--- config.mk ---
export PLATFORM = sky130hd
export DESIGN_NAME = bridge_err_capture
export DESIGN_NICKNAME = d
export VERILOG_FILES = /design/src/rtl/berr_pkg.sv /design/src/rtl/berr_sticky.sv /design/src/rtl/berr_capture.sv /design/src/rtl/berr_qual.sv /design/src/rtl/bridge_err_capture.sv
export SDC_FILE = /design/constraint.sdc
export NUM_CORES = 1
export LEC_CHECK = 0
export ABC_AREA = 1
export BUFFER_PORTS_ARGS = -buffer_cell sky130_fd_sc_hd__buf_4
export CAP_MARGIN = 0
export CELL_PAD_IN_SITES_DETAIL_PLACEMENT = 0
export CELL_PAD_IN_SITES_GLOBAL_PLACEMENT = 1
export CORE_ASPECT_RATIO = 1.2
export CORE_MARGIN = 5
export CORE_UTILIZATION = 30
export CTS_CLUSTER_SIZE = 24
export DETAILED_ROUTE_END_ITERATION = 10
export PLACE_DENSITY = 0.81
export SETUP_SLACK_MARGIN = 0.15
export SYNTH_ARGS = -nofsm -noshare
export SYNTH_HDL_FRONTEND = slang
export SYNTH_SLANG_ARGS = --single-unit
--- constraint.sdc ---
create_clock -name clk -period 1.2 [get_ports clk]
set_input_delay 0.06 -clock clk [delete_from_list [all_inputs] [get_ports clk]]
set_output_delay 0.06 -clock clk [all_outputs]
set_load 0.01 [all_outputs]
--- src/rtl/berr_pkg.sv ---
// Package: shared types, register offsets and bit positions of the
// bridge error capture unit. Assumes a 2-bit word address space.
package berr_pkg;

    // Register word addresses.
    localparam logic [1:0] REG_CTRL   = 2'd0;
    localparam logic [1:0] REG_STATUS = 2'd1;
    localparam logic [1:0] REG_EADDR  = 2'd2;
    localparam logic [1:0] REG_SYND   = 2'd3;

    // Status bit positions.
    localparam int ST_TABORT = 0;
    localparam int ST_MERR   = 1;
    localparam int ST_DPAR   = 2;
    localparam int ST_SSE    = 3;
    localparam int ST_WPAR   = 4;
    localparam int NUM_ST    = 5;

    // Control bit positions.
    localparam int CT_PAR_RESP = 0;
    localparam int CT_ABORT_EN = 1;
    localparam int CT_MERR_EN  = 2;
    localparam int CT_WPAR_EN  = 3;
    localparam int NUM_CT      = 4;

    // Syndrome layout.
    localparam int SY_TYPE_LSB   = 0;
    localparam int SY_TYPE_W     = 3;
    localparam int SY_RD         = 3;
    localparam int SY_ADDR_FREE  = 4;
    localparam int SY_FIELD_FREE = 5;

    // Error type code for a non-configured bank error.
    localparam logic [SY_TYPE_W-1:0] ERR_NCB = 3'b101;

    // Decoded control bits.
    typedef struct packed {
        logic wpar_en;
        logic merr_en;
        logic abort_en;
        logic par_resp;
    } ctrl_t;

endpackage

--- src/rtl/berr_sticky.sv ---
// Module: berr_sticky
// A vector of sticky status bits. Each bit sets on its set pulse and
// clears on a write-one-to-clear strobe. When both arrive together,
// set wins. Assumes set and clr are synchronous to clk.
module berr_sticky #(
    parameter int N = 5
) (
    input  logic         clk,
    input  logic         rst_n,
    input  logic [N-1:0] set,
    input  logic [N-1:0] clr,
    output logic [N-1:0] q
);

    genvar gi;
    generate
        for (gi = 0; gi < N; gi++) begin : g_bit
            // Purpose: one sticky bit, with set taking priority over clear.
            always_ff @(posedge clk) begin
                if (!rst_n)          q[gi] <= 1'b0;
                else if (set[gi])    q[gi] <= 1'b1;
                else if (clr[gi])    q[gi] <= 1'b0;
            end
        end
    endgenerate

    // A set request always leaves its bit set in the next cycle.
    assert_set_wins_R10: assert property (@(posedge clk) disable iff (!rst_n)
        (set != '0) |=> ((q & $past(set)) == $past(set)));

    // A bit only falls when a clear strobe was given for it.
    assert_w1c_only_R1: assert property (@(posedge clk) disable iff (!rst_n)
        1'b1 |=> ((($past(q) & ~q) & ~$past(clr)) == '0));

endmodule

--- src/rtl/berr_capture.sv ---
// Module: berr_capture
// Error address and syndrome capture, each with its own lock. A capture
// happens on `fire` only while that part is free, and then locks it.
// Software frees a part by pulsing its free_set bit. Assumes that
// `fire` is already gated by the enables.
module berr_capture
    import berr_pkg::*;
#(
    parameter int ADDR_W = 32
) (
    input  logic                 clk,
    input  logic                 rst_n,
    input  logic                 fire,
    input  logic [ADDR_W-1:0]    ev_addr,
    input  logic                 ev_is_read,
    input  logic                 free_addr_set,
    input  logic                 free_field_set,
    output logic [ADDR_W-1:0]    err_addr,
    output logic [SY_TYPE_W-1:0] err_type,
    output logic                 err_rd,
    output logic                 addr_free,
    output logic                 field_free
);

    logic cap_addr;
    logic cap_field;

    // Purpose: decide which parts take this event.
    always_comb begin
        cap_addr  = fire && addr_free;
        cap_field = fire && field_free;
    end

    // Purpose: the address register and its lock.
    always_ff @(posedge clk) begin
        if (!rst_n) begin
            err_addr  <= '0;
            addr_free <= 1'b1;
        end else if (cap_addr) begin
            err_addr  <= ev_addr;
            addr_free <= 1'b0;
        end else if (free_addr_set) begin
            addr_free <= 1'b1;
        end
    end

    // Purpose: the syndrome fields and their lock.
    always_ff @(posedge clk) begin
        if (!rst_n) begin
            err_type   <= '0;
            err_rd     <= 1'b0;
            field_free <= 1'b1;
        end else if (cap_field) begin
            err_type   <= ERR_NCB;
            err_rd     <= ev_is_read;
            field_free <= 1'b0;
        end else if (free_field_set) begin
            field_free <= 1'b1;
        end
    end

    // A capture takes the event address and locks the address register.
    assert_addr_capture_R3: assert property (@(posedge clk) disable iff (!rst_n)
        (fire && addr_free) |=> (!addr_free && err_addr == $past(ev_addr)));

    // A capture writes the bank-error code and the direction.
    assert_type_code_R4: assert property (@(posedge clk) disable iff (!rst_n)
        (fire && field_free) |=> (err_type == ERR_NCB && err_rd == $past(ev_is_read)));

    // A locked address stays until software frees it.
    assert_addr_hold_R7: assert property (@(posedge clk) disable iff (!rst_n)
        (!addr_free && !free_addr_set) |=> ($stable(err_addr) && !addr_free));

    // Locked fields stay until software frees them.
    assert_field_hold_R7: assert property (@(posedge clk) disable iff (!rst_n)
        (!field_free && !free_field_set) |=> ($stable(err_type) && $stable(err_rd) && !field_free));

endmodule

--- src/rtl/berr_qual.sv ---
// Module: berr_qual
// Turns raw event pulses into set requests for the status bits and a
// capture request, according to the control bits. It also forms the
// summary request from the status and the enables. Purely combinational.
module berr_qual
    import berr_pkg::*;
(
    input  ctrl_t             ctrl,
    input  logic              ev_tabort,
    input  logic              ev_tabort_err,
    input  logic              ev_tgt_wpar,
    input  logic              ev_mst_par,
    input  logic [NUM_ST-1:0] status,
    output logic [NUM_ST-1:0] st_set,
    output logic              cap_fire,
    output logic              irq
);

    logic abort_err;
    logic tgt_par;
    logic mst_par;

    // Purpose: qualify the raw events. Parity response masks parity events.
    always_comb begin
        abort_err = ev_tabort && ev_tabort_err;
        tgt_par   = ev_tgt_wpar && ctrl.par_resp;
        mst_par   = ev_mst_par && ctrl.par_resp;
    end

    // Purpose: map the qualified events onto status set requests.
    always_comb begin
        st_set            = '0;
        st_set[ST_TABORT] = ev_tabort;
        st_set[ST_MERR]   = abort_err;
        st_set[ST_DPAR]   = tgt_par || mst_par;
        st_set[ST_SSE]    = tgt_par && ctrl.wpar_en;
        st_set[ST_WPAR]   = tgt_par && ctrl.wpar_en;
    end

    // Purpose: capture only when both abort enables are on.
    always_comb begin
        cap_fire = abort_err && ctrl.abort_en && ctrl.merr_en;
    end

    // Purpose: summary request from the set and enabled status bits.
    always_comb begin
        irq = (status[ST_TABORT] && ctrl.abort_en)
           || (status[ST_MERR]   && ctrl.merr_en)
           || (status[ST_DPAR]   && ctrl.par_resp)
           || ((status[ST_SSE] || status[ST_WPAR]) && ctrl.wpar_en);
    end

endmodule

--- src/rtl/bridge_err_capture.sv ---
// Module: bridge_err_capture (top)
// Bridge error status capture unit: the control register, the sticky
// status bits, the locked error address and syndrome, and the read
// mux. Assumes DATA_W >= ADDR_W and DATA_W >= 6.
module bridge_err_capture
    import berr_pkg::*;
#(
    parameter int ADDR_W = 32,
    parameter int DATA_W = 32
) (
    input  logic              clk,
    input  logic              rst_n,
    input  logic              cfg_wr,
    input  logic [1:0]        cfg_addr,
    input  logic [DATA_W-1:0] cfg_wdata,
    output logic [DATA_W-1:0] cfg_rdata,
    input  logic              ev_tabort,
    input  logic              ev_tabort_err,
    input  logic              ev_tgt_wpar,
    input  logic              ev_mst_par,
    input  logic [ADDR_W-1:0] ev_addr,
    input  logic              ev_is_read,
    output logic              err_irq
);

    localparam int SYND_W = SY_FIELD_FREE + 1;

    ctrl_t                 ctrl_q;
    logic [NUM_ST-1:0]     status_q;
    logic [NUM_ST-1:0]     st_set;
    logic [NUM_ST-1:0]     st_clr;
    logic                  cap_fire;
    logic                  wr_ctrl;
    logic                  wr_status;
    logic                  wr_synd;
    logic                  free_addr_set;
    logic                  free_field_set;
    logic [ADDR_W-1:0]     err_addr;
    logic [SY_TYPE_W-1:0]  err_type;
    logic                  err_rd;
    logic                  addr_free;
    logic                  field_free;
    logic [SYND_W-1:0]     synd_word;

    // Purpose: decode register write strobes.
    always_comb begin
        wr_ctrl        = cfg_wr && (cfg_addr == REG_CTRL);
        wr_status      = cfg_wr && (cfg_addr == REG_STATUS);
        wr_synd        = cfg_wr && (cfg_addr == REG_SYND);
        st_clr         = wr_status ? cfg_wdata[NUM_ST-1:0] : '0;
        free_addr_set  = wr_synd && cfg_wdata[SY_ADDR_FREE];
        free_field_set = wr_synd && cfg_wdata[SY_FIELD_FREE];
    end

    // Purpose: the control register.
    always_ff @(posedge clk) begin
        if (!rst_n)       ctrl_q <= '0;
        else if (wr_ctrl) ctrl_q <= ctrl_t'(cfg_wdata[NUM_CT-1:0]);
    end

    berr_qual u_qual (
        .ctrl          (ctrl_q),
        .ev_tabort     (ev_tabort),
        .ev_tabort_err (ev_tabort_err),
        .ev_tgt_wpar   (ev_tgt_wpar),
        .ev_mst_par    (ev_mst_par),
        .status        (status_q),
        .st_set        (st_set),
        .cap_fire      (cap_fire),
        .irq           (err_irq)
    );

    berr_sticky #(.N(NUM_ST)) u_status (
        .clk   (clk),
        .rst_n (rst_n),
        .set   (st_set),
        .clr   (st_clr),
        .q     (status_q)
    );

    berr_capture #(.ADDR_W(ADDR_W)) u_capture (
        .clk            (clk),
        .rst_n          (rst_n),
        .fire           (cap_fire),
        .ev_addr        (ev_addr),
        .ev_is_read     (ev_is_read),
        .free_addr_set  (free_addr_set),
        .free_field_set (free_field_set),
        .err_addr       (err_addr),
        .err_type       (err_type),
        .err_rd         (err_rd),
        .addr_free      (addr_free),
        .field_free     (field_free)
    );

    // Purpose: assemble the syndrome word.
    always_comb begin
        synd_word = {field_free, addr_free, err_rd, err_type};
    end

    // Purpose: combinational register read mux.
    always_comb begin
        case (cfg_addr)
            REG_CTRL:   cfg_rdata = DATA_W'(ctrl_q);
            REG_STATUS: cfg_rdata = DATA_W'(status_q);
            REG_EADDR:  cfg_rdata = DATA_W'(err_addr);
            default:    cfg_rdata = DATA_W'(synd_word);
        endcase
    end

    // An abort without both enables never moves the captured address.
    assert_no_capture_gated_R6: assert property (@(posedge clk) disable iff (!rst_n)
        (ev_tabort && ev_tabort_err && !(ctrl_q.abort_en && ctrl_q.merr_en))
        |=> ($stable(err_addr) && $stable(err_type)));

    // The summary request needs some status bit to be set.
    assert_irq_needs_status_R11: assert property (@(posedge clk) disable iff (!rst_n)
        err_irq |-> (status_q != '0));

    // An abort pulse always sets the abort status bit.
    assert_tabort_sets_R1: assert property (@(posedge clk) disable iff (!rst_n)
        ev_tabort |=> status_q[ST_TABORT]);

    // With parity response off, parity events set nothing.
    assert_par_masked_R9: assert property (@(posedge clk) disable iff (!rst_n)
        (!ctrl_q.par_resp && !ev_tabort && !wr_status) |=> $stable(status_q));

endmodule

==> results.md, run 1 <==
* IO Port Bufs at 80
* Max Cap Viol at 0
* Final min period at ~1.2 ns
* Worst path arrival time at approximately 1.4 ns
* Largest net degree at the start of global routing at 65
* Grt total ovfl at 0
* Initial drt markers at 66
* CP required at 1.39 ns
* Io pins at between 100 and 150
* Leak at about 1.6 nW
* Worst-case reg-to-reg path depth at 8
* Via count at 2,482
* 1st-pass router iterations at 4
* Setup crit end kind: flop
* Peak supply drop at around 0.43 mV
* Post-synth top area cell: dfxtp_1
* Commonest non-fill, non-tap cell in the layout: buf_4
* Synth top area cells: dfxtp_1 (39%), nand2_1 (11%), nor2_1 (11%)
* Outcome: complete, no violations
* NetSw at 0.701 mW
* DRC errors left at 0
* Hold depth at 3
* Seq pwr share at 0.524
* Highest-count cells in the layout ignoring fill and taps: buf_4 (83), nor2_1 (67), inv_1 (65)
* First-pass GRT wire length at about 11 mm
* #FFs+latches synth at 45
* Transition time of the tightest slew-check pin at about 0.34 ns
* Final wirelength at roughly 7.3 mm
* Clock slew at reported path FFs at approximately 0.08 ns
* Fin Clk Skew at between 0.0015 and 0.002 ns
* Comb power frac at 0.121
* Synthesized area at 2300 um2
* RR Startpoint: ctrl_q[1]
* Ant diodes at 0
* Hold Slack at ~0.014 ns
* Antenna violations before repair at 0
* Yosys warns at 0
* DIE WIDTH at 89.9 um
* Max Fclk at approximately 840 MHz
* Syn Nets at ~440
* Final HPWL DP at around 4.3 mm
* Clk pwr share at 0.355
* Relative slew slack at 0.776
* Synth top area share at 0.392
* Final #Nets at 530
* Avg Synthesized Cell Area at between 6 and 7 um2
* Period utilization at 0.987
* Distinct cells, synth at 17
* Crit path kind: flop to flop
* Crit path from: ctrl_q[1]
* Startpoint types: flop
* Drt via density at around 4.5
* Vias in the first global route at ~2,400
* Final setup viols at 0
* Fin. Hold Viols at 0
* RSZ-0062 raised after global routing: true
* Total GRT Usage at 0.140
* Die Area at 9520 um2
* Final Max Slew Viols at 0
* Power Density at 830 nW/um2
* Synth Instances at 370
* Die Y at 106 um
* CTS tree: yes
* Num rows at 35
* Power Total at slightly below 3 mW
* Clk buf depth at 2
* Core Box Area at between 7000 and 8000 um2
* Register area share after synthesis at 0.392
* Worst hold-check path type: primary input to flop
* Clock sinks at between 40 and 50
* Pint at ~2.2 mW
* H-tree depth at 2
* Area delta synth->final at 52.6%
* Finished Core Util at 0.463
* Per-cell routed wire length at approximately 13 um
* Root Buffer: clkbuf_8
* Crit-path max FO at 6
* Hold Path Origin: ev_tabort
* Detail Route Antenna Nets at 0
* RePlAce Congestion at 0.868
* Fraction of layout cells with a size suffix above 1 at 0.337
* Switch share at 0.241
* Clk_lat worst skew at between 0.2 and 0.3 ns
* CTS Buf Count at 5
* Initial core utilization at 0.303
## worst paths after layout
check,end,slack [ns]
max,u_capture.err_addr[23],0.02
min,u_status.q[0],0.01
max reg2reg,u_capture.err_addr[23],0.02
min reg2reg,u_capture.err_type[0],0.47
## per-stage QoR
| stage | TNS (ns) | instance area, um2 | std cells | worst slack (ns) |
|---|---|---|---|---|
| 5_1_grt | -0.339 | 3510 | 549 | -0.0307 |
| 4_1_cts | 0 | 3310 | 545 | 0.0442 |
| 3_3_place_gp | 0 | 2970 | 524 | 0.0276 |
| 2_1_floorplan | 0 | 2300 | 370 | 0.129 |
| 6_report | 0 | 3510 | 549 | 0.0157 |
| 3_5_place_dp | 0 | 2970 | 524 | 0.000886 |
## registers in the layout (all words and copies together) (netlist names)
signal and flops:
u_capture.err_rd 1, ctrl_q 4, u_capture.err_addr 32, u_capture.field_free 1, u_capture.addr_free 1, u_status.q 5
u_capture.err_type 1
## metal layers
layer  vias to the layer above  GRT usage  wire length, um
met1                      1112      0.163             3090
li1                       1303          -                -
met4                         0     0.0330               58
met3                         6     0.0471              427
met5                         -          0                0
met2                        61      0.245             3680
## cells in the mapped netlist
cell type  number
nand2_1        70
nor2_1         68
inv_1          66
dfxtp_1        45
a21oi_1        39
nand3_1        37
buf_2          10
nand4_1         9
o21ai_0         7
buf_1           6
buf_6           3
clkbuf_1        3
inv_2           2
nor2_2          2
clkinv_1        1
nor2_4          1
o211ai_1        1
## cell type report
cell class                 instances  area, um2
tap                               92        115
inverter                          69        262
fill                             810       4070
clock inverter                     1       5.00
clock buffer                       7       96.3
timing repair buffer             101       1000
sequential                        45        922
multi-input combinational        234       1110
## kinds of logic after synthesis
kind of cell | Yosys count | share of synthesized area
simple gates | 187 | 0.341
buf+inv | 91 | 0.164
compound gates | 47 | 0.103
flops | 45 | 0.392
## power by group through the flow
stage                     combinational [mW]  sequential [mW]  clock (mW)
final                                  0.352             1.53        1.03
after global routing                   0.394             1.53        1.13
after CTS                              0.345             1.52        1.08
after detailed placement               0.329             1.56           0
after global placement                 0.328             1.56           0
after floorplan                        0.150             1.56           0
## worst max-delay path, cell delays in order, from the launching register on
cell	delay, ns
dfxtp_2	0.34
nand2_2	0.07
nor2_4	0.11
buf_6	0.13
buf_12	0.13
clkbuf_16	0.15
nand3_1	0.06
nand2_1	0.06
nor2_1	0.03
## what timing repair did
item,in CTS,in global routing
endpoints found under the hold margin,0,0
pin swaps,4,10
hold buffers,0,0
buffers inserted,9,1
endpoints found under the setup margin,67,48
gates cloned,4,3
resized for setup,16,36
No activity file was read; power rests on OpenSTA's default activity.
==> run 2, diff against run 1 <==
--- a/config.mk
+++ b/config.mk
@@ -15,6 +15,7 @@
 export CORE_UTILIZATION = 30
 export CTS_CLUSTER_SIZE = 24
 export DETAILED_ROUTE_END_ITERATION = 10
+export HOLD_SLACK_MARGIN = 0.08
 export PLACE_DENSITY = 0.81
 export SETUP_SLACK_MARGIN = 0.15
 export SYNTH_ARGS = -nofsm -noshare
==> results.md, run 2 (synthesis results as in run 1) <==
* Period utilization at 0.984
* Fraction of layout cells with a size suffix above 1 at 0.324
* Final wirelength at between 7 and 8 mm
* Initial drt markers at 87
* Grt total ovfl at 0
* RSZ-0062 raised after global routing: true
* Final #Nets at between 500 and 600
* Clock slew at reported path FFs at 0.08 ns
* # placed instances at roughly 520
* Peak supply drop at roughly 0.43 mV
* Crit path kind: flop to flop
* Transition time of the tightest slew-check pin at 0.339 ns
* Finished Core Util at 0.492
* Root Buffer: clkbuf_8
* First-pass GRT wire length at roughly 12 mm
* Core Box Area at around 7600 um2
* Clk_lat worst skew at between 0.2 and 0.3 ns
* Via count at 2,593
* Io pins at 107
* Antenna violations before repair at 0
* Die Area at roughly 9500 um2
* Fin. Hold Viols at 0
* Vias in the first global route at approximately 2,500
* Clk buf depth at 2
* Total negative slack at 0 ns
* Number of flip-flops in the largest register at 32
* Commonest non-fill, non-tap cell in the layout: buf_4
* Reg with most FFs: u_capture.err_addr
* Final min period at 1.18 ns
* Clk pwr share at 0.348
* Power Total at 2.97 mW
* Largest net degree at the start of global routing at between 60 and 70
* Final HPWL DP at roughly 4.3 mm
* Seq pwr share at 0.514
* Worst path arrival time at roughly 1.4 ns
* Leak at 1.71 nW
* Worst hold-check path type: primary input to flop
* Comb power frac at 0.138
* Pint at approximately 2.3 mW
* Cell Count, Final, Fillers Out at roughly 570
* Total GRT Usage at 0.145
* DIE WIDTH at 89.9 um
* Outcome: complete, no violations
* Reg2reg setup slack at roughly 0.02 ns
* CP required at 1.40 ns
* RePlAce Congestion at 0.868
* Per-cell routed wire length at 13.1 um
* CTS Buf Count at 5
* Biggest regs: u_capture.err_addr x32, u_status.q x5, ctrl_q x4
* Highest-count cells in the layout ignoring fill and taps: buf_4 (83), nor2_1 (67), inv_1 (65)
* Crit-path max FO at 6
* Die Y at between 100 and 150 um
* Power Density at ~800 nW/um2
* Final setup viols at 0
* Clock sinks at 45
* Max Cap Viol at 0
* Num rows at 35
* Setup crit end kind: flop
* Switch share at 0.240
* Detail Route Antenna Nets at 0
* CTS tree: yes
* DRC errors left at 0
* Relative slew slack at 0.774
* NetSw at approximately 0.7 mW
* Fin Clk Skew at ~0.0011 ns
* H-tree depth at 2
* Initial core utilization at 0.303
* Startpoint types: flop
* Final Max Slew Viols at 0
* Ant diodes at 0
* IO Port Bufs at 80
* Drt via density at 4.54
* 1st-pass router iterations at 4
* Max Fclk at between 800 and 900 MHz
* Area delta synth->final at 62.2%
## run 2: cell types whose count changed in the layout (fill, tap and decap cells not counted), sizes merged
cell / before / now
dlygate4sd3: 0 / 22
## run 2: worst paths after layout
kind	endpoint	depth (start not counted)	from
max	u_capture.err_addr[23]	8	ctrl_q[1]
min	u_capture.err_rd	5	ev_is_read
max reg2reg	u_capture.err_addr[23]	8	ctrl_q[1]
min reg2reg	u_capture.err_type[0]	2	u_capture.err_type[0]
## run 2: critical path, stage by stage (launching register included)
cell       delay (ns)
dfxtp_2          0.34
nand2_2          0.07
nor2_4           0.11
buf_6            0.13
buf_12           0.13
clkbuf_16        0.15
nand3_1          0.06
nand2_1          0.06
nor2_1           0.03
## run 2: layout make-up
| class | count | area, um2 |
|---|---|---|
| tap | 92 | 115 |
| inverter | 69 | 262 |
| timing repair buffer | 123 | 1220 |
| sequential | 45 | 923 |
| clock inverter | 1 | 5.00 |
| multi-input combinational | 234 | 1110 |
| clock buffer | 7 | 96.3 |
| fill | 788 | 3850 |
## run 2: power by group through the flow
stage	Combinational [mW]	Sequential (mW)	Clock (mW)
6_report	0.411	1.53	1.03
5_1_grt	0.457	1.53	1.13
4_1_cts	0.402	1.52	1.08
3_5_place_dp	0.329	1.56	0
3_3_place_gp	0.328	1.56	0
2_1_floorplan	0.150	1.56	0
## run 2: metal layers
metal	GRT usage	up-vias	routed length (um)
li1	-	1347	-
met1	0.165	1179	3150
met2	0.262	62	3830
met3	0.0478	5	453
met4	0.0330	0	59
met5	0	-	0
## run 2: stage by stage
stage | area (um2) | setup WS (ns) | hold WS (ns)
after floorplan | 2300 | 0.129 | 0.194
after global placement | 2970 | 0.0276 | 0.321
after detailed placement | 2970 | 0.000886 | 0.330
after CTS | 3530 | 0.0442 | 0.0804
after global routing | 3730 | -0.0307 | 0.0948
final | 3730 | 0.0195 | 0.0805
## run 2: timing repair
item / 4_1_cts / 5_1_grt
gates cloned: 4 / 3
endpoints found under the hold margin: 24 / 0
setup buffers: 9 / 1
endpoints found under the setup margin: 67 / 50
pin swaps: 4 / 10
hold buffers: 22 / 0
gates resized for setup: 16 / 37
